$ cat src/rtl/oneshot_pkg.sv
package oneshot_pkg;
  typedef enum logic {
    ST_IDLE = 1'b0,
    ST_RUN  = 1'b1
  } run_state_e;

  localparam int unsigned STRB_WR = 0;
  localparam int unsigned STRB_RD = 1;
  localparam int unsigned NUM_STRB = 2;
endpackage

$ cat src/rtl/oneshot_edge.sv
module oneshot_edge #(
  parameter int unsigned N = 2
) (
  input  logic         clk_i,
  input  logic         rst_ni,
  input  logic         srst_i,
  input  logic         en_i,
  input  logic [N-1:0] strb_i,
  output logic [N-1:0] rise_o
);
  logic [N-1:0] prev_q;

  for (genvar g = 0; g < N; g++) begin : g_strb
    always_ff @(posedge clk_i or negedge rst_ni) begin
      if (!rst_ni)     prev_q[g] <= 1'b0;
      else if (srst_i) prev_q[g] <= 1'b0;
      else if (en_i)   prev_q[g] <= strb_i[g];
    end
    assign rise_o[g] = strb_i[g] & ~prev_q[g];
  end
endmodule

$ cat src/rtl/oneshot_prescaler.sv
module oneshot_prescaler #(
  parameter int unsigned TICK_CYCLES = 32000
) (
  input  logic clk_i,
  input  logic rst_ni,
  input  logic srst_i,
  input  logic en_i,
  input  logic clear_i,
  input  logic run_i,
  output logic tick_o
);
  localparam int unsigned PW = (TICK_CYCLES > 2) ? $clog2(TICK_CYCLES) : 1;
  localparam logic [PW-1:0] CNT_MAX = PW'(TICK_CYCLES - 1);

  logic [PW-1:0] cnt_q;
  logic          wrap;

  assign wrap   = (cnt_q == CNT_MAX);
  assign tick_o = en_i & run_i & wrap;

  always_ff @(posedge clk_i or negedge rst_ni) begin
    if (!rst_ni)      cnt_q <= '0;
    else if (srst_i)  cnt_q <= '0;
    else if (en_i) begin
      if (clear_i)    cnt_q <= '0;
      else if (run_i) cnt_q <= wrap ? '0 : cnt_q + 1'b1;
    end
  end
endmodule

$ cat src/rtl/oneshot_core.sv
module oneshot_core
  import oneshot_pkg::*;
#(
  parameter int unsigned INTERVAL_W = 16
) (
  input  logic                  clk_i,
  input  logic                  rst_ni,
  input  logic                  srst_i,
  input  logic                  en_i,
  input  logic                  wr_rise_i,
  input  logic [INTERVAL_W-1:0] interval_i,
  input  logic                  rd_rise_i,
  input  logic                  tick_i,
  output logic                  start_o,
  output logic                  busy_o
);
  run_state_e            state_q;
  logic [INTERVAL_W-1:0] intv_q;
  logic [INTERVAL_W-1:0] remain_q;
  logic                  loaded_q;

  // start uses the interval held before any same-cycle write
  assign start_o = en_i & ~srst_i & (state_q == ST_IDLE) & rd_rise_i
                 & loaded_q & (intv_q != '0);
  assign busy_o  = (state_q == ST_RUN);

  always_ff @(posedge clk_i or negedge rst_ni) begin
    if (!rst_ni) begin
      state_q  <= ST_IDLE;
      intv_q   <= '0;
      remain_q <= '0;
      loaded_q <= 1'b0;
    end else if (srst_i) begin
      state_q  <= ST_IDLE;
      intv_q   <= '0;
      remain_q <= '0;
      loaded_q <= 1'b0;
    end else if (en_i) begin
      if (wr_rise_i) begin
        intv_q   <= interval_i;
        loaded_q <= 1'b1;
      end
      unique case (state_q)
        ST_IDLE: begin
          if (start_o) begin
            state_q  <= ST_RUN;
            remain_q <= intv_q;
          end
        end
        ST_RUN: begin
          if (tick_i) begin
            remain_q <= remain_q - 1'b1;
            if (remain_q == INTERVAL_W'(1)) state_q <= ST_IDLE;
          end
        end
        default: state_q <= ST_IDLE;
      endcase
    end
  end
endmodule

$ cat src/rtl/ms_oneshot_timer.sv
module ms_oneshot_timer
  import oneshot_pkg::*;
#(
  parameter int unsigned INTERVAL_W  = 16,
  parameter int unsigned TICK_CYCLES = 32000
) (
  input  logic                  clk_i,
  input  logic                  rst_ni,
  input  logic                  srst_i,
  input  logic                  en_i,
  input  logic                  wr_i,
  input  logic [INTERVAL_W-1:0] interval_i,
  input  logic                  rd_i,
  output logic                  status_o
);
  logic [NUM_STRB-1:0] strb;
  logic [NUM_STRB-1:0] rise;
  logic                start;
  logic                busy;
  logic                tick;

  assign strb[STRB_WR] = wr_i;
  assign strb[STRB_RD] = rd_i;

  oneshot_edge #(.N(NUM_STRB)) i_edge (
    .clk_i  (clk_i),
    .rst_ni (rst_ni),
    .srst_i (srst_i),
    .en_i   (en_i),
    .strb_i (strb),
    .rise_o (rise)
  );

  oneshot_prescaler #(.TICK_CYCLES(TICK_CYCLES)) i_presc (
    .clk_i   (clk_i),
    .rst_ni  (rst_ni),
    .srst_i  (srst_i),
    .en_i    (en_i),
    .clear_i (start),
    .run_i   (busy),
    .tick_o  (tick)
  );

  oneshot_core #(.INTERVAL_W(INTERVAL_W)) i_core (
    .clk_i      (clk_i),
    .rst_ni     (rst_ni),
    .srst_i     (srst_i),
    .en_i       (en_i),
    .wr_rise_i  (rise[STRB_WR]),
    .interval_i (interval_i),
    .rd_rise_i  (rise[STRB_RD]),
    .tick_i     (tick),
    .start_o    (start),
    .busy_o     (busy)
  );

  assign status_o = ~busy;
endmodule

$ cat config.mk
export PLATFORM = sky130hd
export DESIGN_NAME = ms_oneshot_timer
export DESIGN_NICKNAME = d
export VERILOG_FILES = /design/src/rtl/oneshot_pkg.sv /design/src/rtl/oneshot_edge.sv /design/src/rtl/oneshot_prescaler.sv /design/src/rtl/oneshot_core.sv /design/src/rtl/ms_oneshot_timer.sv
export SDC_FILE = /design/constraint.sdc
export NUM_CORES = 1
export LEC_CHECK = 0
export BUFFER_PORTS_ARGS = -buffer_cell sky130_fd_sc_hd__buf_2
export CORE_MARGIN = 4
export CORE_UTILIZATION = 37
export CTS_CLUSTER_SIZE = 16
export DETAILED_ROUTE_END_ITERATION = 8
export GPL_ROUTABILITY_DRIVEN = 0
export SLEW_MARGIN = 0
export SYNTH_ARGS = -nofsm -noshare
export SYNTH_HDL_FRONTEND = slang
export SYNTH_HIERARCHICAL = 1
export SYNTH_SLANG_ARGS = --single-unit
$ cat constraint.sdc
create_clock -name clk_i -period 4.1 [get_ports clk_i]
set_clock_uncertainty 0.1 [all_clocks]
set_input_delay 0.82 -clock clk_i [delete_from_list [all_inputs] [get_ports clk_i]]
set_output_delay 0.82 -clock clk_i [all_outputs]
set_load 0.05 [all_outputs]
==> results.sh, run 1 <==
export IMPL_status="complete, no violations"
export IMPL_synth_xor_area_share_pct=0.6053
export IMPL_crit_required_ns=4.23
export IMPL_ctsResizeCount=0
export IMPL_grt_util_all_layers_pct=17.09
export IMPL_synthDistinctLibCells=60
export IMPL_path_class="reg2reg"
export IMPL_port_buffer_count=22
export IMPL_overflow=0
export IMPL_vdd_drop_max_v=0.0001584
export IMPL_coreArea_mm2=0.007408
export IMPL_clkTransAtPathRegs_ns=0.10
export IMPL_clock_latency_ns=0.31
export IMPL_yosys_area_share_simple_pct=27.89
export IMPL_synthMuxAreaShare_pct=0.6917
export IMPL_cpPeakStageDelay_ns=0.50
export IMPL_area_growth_pct=9.079
export IMPL_grt_pass1_wl_mm=12.41
export IMPL_cp_max_fo=12
export IMPL_slowest_stage="and3_1"
export IMPL_hold_path_class="in2async"
export IMPL_setup_violations=0
export IMPL_start_kind="flip-flop"
export IMPL_cap_viol_max_count=0
export IMPL_die_w_um=96.44
export IMPL_clock_sinks=51
export IMPL_rrSetupSlack_ns=1.11
export IMPL_firstDrtPassIters=5
export IMPL_syn_num_nets=358
export IMPL_synth_edff_count=0
export IMPL_finalPower_uw=912.9
export IMPL_clockBufferDepth=2
export IMPL_first_iter_violations=206
export IMPL_synth_compound_area_share_pct=20.62
export IMPL_fin_tns_setup_ns=0
export IMPL_htree_levels=2
export IMPL_fin_crit_sh_pct=72.84
export IMPL_synth_area_leader_cell="dfrtp_1"
export IMPL_wl_per_cell_um=16.16
export IMPL_yosysWarnings=6
export IMPL_nets=373
export IMPL_ys_ff_latch=51
export IMPL_grt_pass1_vias=2400
export IMPL_grt_max_degree=41
export IMPL_syn_inst=333
export IMPL_row_count=31
export IMPL_antenna_found_initial=0
export IMPL_critical_path_arrival_ns=3.11
export IMPL_report_final_slew_viol_count=0
export IMPL_cts_tree="built"
export IMPL_post_synth_top_count_cell="nand2_1"
export IMPL_num_antenna_cells=0
export IMPL_fmax_mhz=334.9
export IMPL_powerDensity_mw_per_mm2=289.2
export IMPL_path_cells="nor4_1 -> nand4_1 -> nand2_1 -> inv_2 -> nor2_2 -> and3_1 -> or3b_2 -> a31oi_1"
export IMPL_clockRootBuffer="clkbuf_8"
export IMPL_async_flop_share_pct=100.0
export IMPL_dieArea_mm2=0.009301
export IMPL_period_minus_slack_ns=2.986
export IMPL_die_y_um=96.44
export IMPL_pin_count=23
export IMPL_drive_gt1_share_pct=13.75
export IMPL_max_slew_margin_pct=54.50
export IMPL_r2r_start="i_core/intv_q[14]$_DFFE_PN0P_"
export IMPL_synth_commonest_cells="52 x nand2_1, 51 x dfrtp_1, 30 x a21oi_1"
export IMPL_rsz0062_at_grt="false"
export IMPL_netlist_area_leader_share_pct=44.10
export IMPL_ant_nets=0
export IMPL_yosysSeqAreaShare_pct=44.10
export IMPL_rr_endpoint="i_presc/cnt_q[13]$_DFFE_PN0P_"
export IMPL_syn_area_mm2=0.002894
export IMPL_tightest_slew_ns=0.6824
export IMPL_cp_end_kind="flip-flop"
export IMPL_viasPerCell=5.792
export IMPL_drc=0
export IMPL_synth_adder_area_share_pct=1.297
export IMPL_num_vias=2595
export IMPL_p_leak_uw=0.001308
export IMPL_initial_utilization_pct=39.06
export IMPL_cts_buffers=5
export IMPL_wirelength_mm=7.241
export IMPL_dp_hpwl_mm=5.167
export IMPL_postCtsHoldBufs=0
export IMPL_postCtsSetupBuffers=0
export IMPL_rr_worst_depth=8
export IMPL_synth_area_per_cell_um2=8.691
export IMPL_synth_top_family_by_area="simple AND/OR/NAND/NOR gates"
export IMPL_synth_top_flop_cell="dfrtp_1"
export IMPL_synth_area_leaders="dfrtp_1 44%, nand2_1 6.7%, a21oi_1 5.2%, a31oi_1 4.5%, nor2_1 2.9%"
export IMPL_hold_violations=0
-- registers in the layout, summed over array words and instances, names as in the netlist --
name	flops
i_edge/prev_q	2
i_core/intv_q	16
i_core/busy_o	1
i_core/remain_q	16
i_presc/cnt_q	15
i_core/loaded_q	1
-- placed cells by master (no fill, tap or decap), drive strengths merged, types with 3 or more instances in the layout --
master  count
and3        7
or3b        3
o22ai       3
ha          3
a21oi      31
nand2      52
and2        3
nand4       5
dfrtp      51
o211ai      3
or4         6
nor2b       4
nor4       12
a211oi      4
nand3      15
nor3        8
a31oi      21
a32oi       3
o21ai      11
buf        27
clkbuf      5
inv        11
nor2       23
-- how the worst max path moves through the flow --
| stage | from | endpoint | slack (ns) | cells past startpoint |
|---|---|---|---|---|
| 2_1_floorplan | srst_i | i_presc/cnt_q[13]$_DFFE_PN0P_ | 1.57 | 8 |
| 3_3_place_gp | rd_i | i_presc/cnt_q[9]$_DFFE_PN0P_ | 1.04 | 10 |
| 3_5_place_dp | rd_i | i_presc/cnt_q[13]$_DFFE_PN0P_ | 0.96 | 10 |
| 4_1_cts | i_core/intv_q[14]$_DFFE_PN0P_ | i_presc/cnt_q[13]$_DFFE_PN0P_ | 1.13 | 8 |
| 5_1_grt | i_core/intv_q[14]$_DFFE_PN0P_ | i_presc/cnt_q[13]$_DFFE_PN0P_ | 0.82 | 8 |
| 6_report | i_core/intv_q[14]$_DFFE_PN0P_ | i_presc/cnt_q[13]$_DFFE_PN0P_ | 1.11 | 8 |
-- through the flow --
stage	setup WS (ns)	hold slack (ns)	instance area [um^2]	std cells	util, %
4_1_cts	1.127	0.3680	3157	448	42.61
2_1_floorplan	1.567	0.3502	2894	333	-
5_1_grt	0.8182	0.3991	3157	448	42.61
3_5_place_dp	0.9550	0.3782	3068	440	41.41
6_report	1.114	0.3519	3157	448	42.61
3_3_place_gp	1.043	0.3876	3068	440	41.41
-- where the power goes --
group          switching [uW]  internal (uW)
Clock                     177            119
Sequential               12.9            514
Combinational            58.1           32.0
-- worst max-delay path, delay by kind of cell (launching register included) --
family                 cells  cell delay, ns
buffers and inverters      1            0.13
DFF                        1            0.42
AOI/OAI and AO/OA          1            0.16
and+or+nand+nor            6            2.09
-- layout make-up --
class,count,area (um^2)
inverters,11,41.29
clock inverters,3,20.02
flip-flops and latches,51,1276
clock buffers,5,68.82
multi-input cells,252,1479
fillers,752,4252
repair buffers,27,147.6
well taps,99,123.9
-- layer usage --
metal	up-vias	global-route usage (%)	part of all wire [%]
li1	1268	-	-
met1	1244	26.77	50
met2	76	24.31	44
met3	7	2.324	4.1
met4	0	5.023	1.3
met5	-	0	0
-- kinds of logic after synthesis --
logic type | count (synthesis)
XOR/XNOR | 2
AO/OA/AOI/OAI | 94
multiplexers | 2
AND/OR/NAND/NOR | 151
adder cells (fa/ha/maj) | 3
flip-flops | 51
buffers and inverters | 30
(Power assumes the default switching activity.)
==> run 2: changes to the inputs <==
Clock period 4.1 ns to 2.5 ns, I/O delays scaled along.
==> results.sh, run 2 (synthesized netlist as in run 1, its figures left out) <==
export IMPL_status="complete, no violations"
export IMPL_port_buffer_count=22
export IMPL_path_class="reg2reg"
export IMPL_fin_tns_setup_ns=0
export IMPL_start_kind="flip-flop"
export IMPL_grt_pass1_vias=2550
export IMPL_dp_hpwl_mm=5.367
export IMPL_cp_max_fo=7
export IMPL_slowest_stage="or4_1"
export IMPL_report_final_slew_viol_count=0
export IMPL_grt_util_all_layers_pct=18.01
export IMPL_pin_count=23
export IMPL_cap_viol_max_count=0
export IMPL_hold_path_class="in2async"
export IMPL_cpPeakStageDelay_ns=0.54
export IMPL_clockRootBuffer="clkbuf_8"
export IMPL_crit_required_ns=2.64
export IMPL_critical_path_arrival_ns=2.50
export IMPL_viasPerCell=5.865
export IMPL_dieArea_mm2=0.009301
export IMPL_coreArea_mm2=0.007408
export IMPL_clockBufferDepth=2
export IMPL_grt_pass1_wl_mm=13.10
export IMPL_tightest_slew_ns=0.5647
export IMPL_cts_tree="built"
export IMPL_grt_max_degree=33
export IMPL_place_inst=458
export IMPL_vdd_drop_max_v=0.0002997
export IMPL_overflow=0
export IMPL_num_antenna_cells=0
export IMPL_initial_utilization_pct=39.06
export IMPL_die_y_um=96.44
export IMPL_postCtsHoldBufs=0
export IMPL_cp_end_kind="flip-flop"
export IMPL_wl_per_cell_um=16.44
export IMPL_period_minus_slack_ns=2.361
export IMPL_area_growth_pct=15.30
export IMPL_final_cell_mix="52 x nand2_1, 51 x dfrtp_1, 30 x a21oi_1"
export IMPL_reg_largest_list="i_core/intv_q x16, i_core/remain_q x16, i_presc/cnt_q x15"
export IMPL_fin_cells=468
export IMPL_htree_levels=2
export IMPL_p_leak_uw=0.001410
export IMPL_row_count=31
export IMPL_ant_nets=0
export IMPL_die_w_um=96.44
export IMPL_clkTransAtPathRegs_ns=0.10
export IMPL_drc=0
export IMPL_num_vias=2745
export IMPL_path_cells="ha_1 -> nand3_2 -> nor4_2 -> and2_1 -> nand3_1 -> or4_1 -> a31oi_1"
export IMPL_clock_latency_ns=0.31
export IMPL_fin_crit_sh_pct=94.44
export IMPL_fmax_mhz=423.6
export IMPL_setup_violations=0
export IMPL_powerDensity_mw_per_mm2=457.4
export IMPL_cts_buffers=5
export IMPL_mostFrequentLayoutCell="nand2_1"
export IMPL_firstDrtPassIters=5
export IMPL_clock_sinks=51
export IMPL_max_slew_margin_pct=62.01
export IMPL_first_iter_violations=294
export IMPL_drive_gt1_share_pct=20.05
export IMPL_antenna_found_initial=0
export IMPL_wirelength_mm=7.695
export IMPL_nets=393
export IMPL_hold_violations=0
-- run 2: cell count changes in the layout (fill, tap and decap cells not counted), sizes merged --
cell / previous run / this run
buf: 27 / 47
clkinv: 1 / 0
inv: 11 / 12
-- run 2: final timing paths --
kind | startpoint | endpoint | slack [ns] | cells after the start
worst max register to register | i_presc/cnt_q[1]$_DFFE_PN0P_ | i_core/remain_q[5]$_DFFE_PN0P_ | 0.14 | 7
worst min register to register | i_core/loaded_q$_DFFE_PN0P_ | i_core/loaded_q$_DFFE_PN0P_ | 0.43 | 2
worst min-delay path | rst_ni | i_presc/cnt_q[7]$_DFFE_PN0P_ | 0.05 | 2
min in group clk_i | interval_i[7] | i_core/intv_q[7]$_DFFE_PN0P_ | 0.31 | 3
max in group asynchronous | rst_ni | i_core/remain_q[6]$_DFFE_PN0P_ | 1.90 | 2
worst max-delay path | i_presc/cnt_q[1]$_DFFE_PN0P_ | i_core/remain_q[5]$_DFFE_PN0P_ | 0.14 | 7
-- run 2: metrics by stage --
step                      instance area (um^2)  total power (uW)  hold WS [ns]  utilization (%)  setup WS, ns
after CTS                                 3296              1543       0.05301            44.49        0.1101
after global routing                      3337              1608       0.05774            45.04      -0.02287
final                                     3337              1526       0.05218            45.04        0.1391
after global placement                    3203              1037        0.3850            43.24        0.1046
after detailed placement                  3203              1039        0.3963            43.24        0.1191
after floorplan                           2894             961.8        0.1044                -        0.2276
-- run 2: layout make-up --
type	instances	area, um^2
Inverter	11	41.29
Clock buffer	5	68.82
Sequential cell	51	1276
Clock inverter	3	23.77
Tap cell	99	123.9
Timing Repair Buffer	47	297.8
Multi-Input combinational cell	252	1505
Fill cell	712	4071
-- run 2: power breakdown --
group	internal (uW)	switching, uW	leakage (uW)
sequential	843	21.0	0.000704
clock	201	297	0.0000408
combinational	64.9	99.4	0.000665
total	1110	418	0.00141
-- run 2: critical path: cells and delay by family, from the launching register on --
| family | cells | cell delay [ns] |
|---|---|---|
| AO/OA/AOI/OAI | 1 | 0.16 |
| adder cells (fa/ha/maj) | 1 | 0.20 |
| flip-flops | 1 | 0.39 |
| AND/OR/NAND/NOR | 5 | 1.42 |
-- run 2: metal layers --
metal	part of all wire (%)	GRT usage (%)	vias to the layer above	wire (um)
met2	45	26.03	113	3458
met5	0	0	-	0
met3	5.3	3.408	7	410
met4	1.1	4.322	0	84
li1	-	-	1303	-
met1	49	27.65	1322	3742
-- run 2: what timing repair did --
item,in CTS,in global routing
setup endpoints to repair,0,13
buffers inserted,0,2
resized for setup,0,6
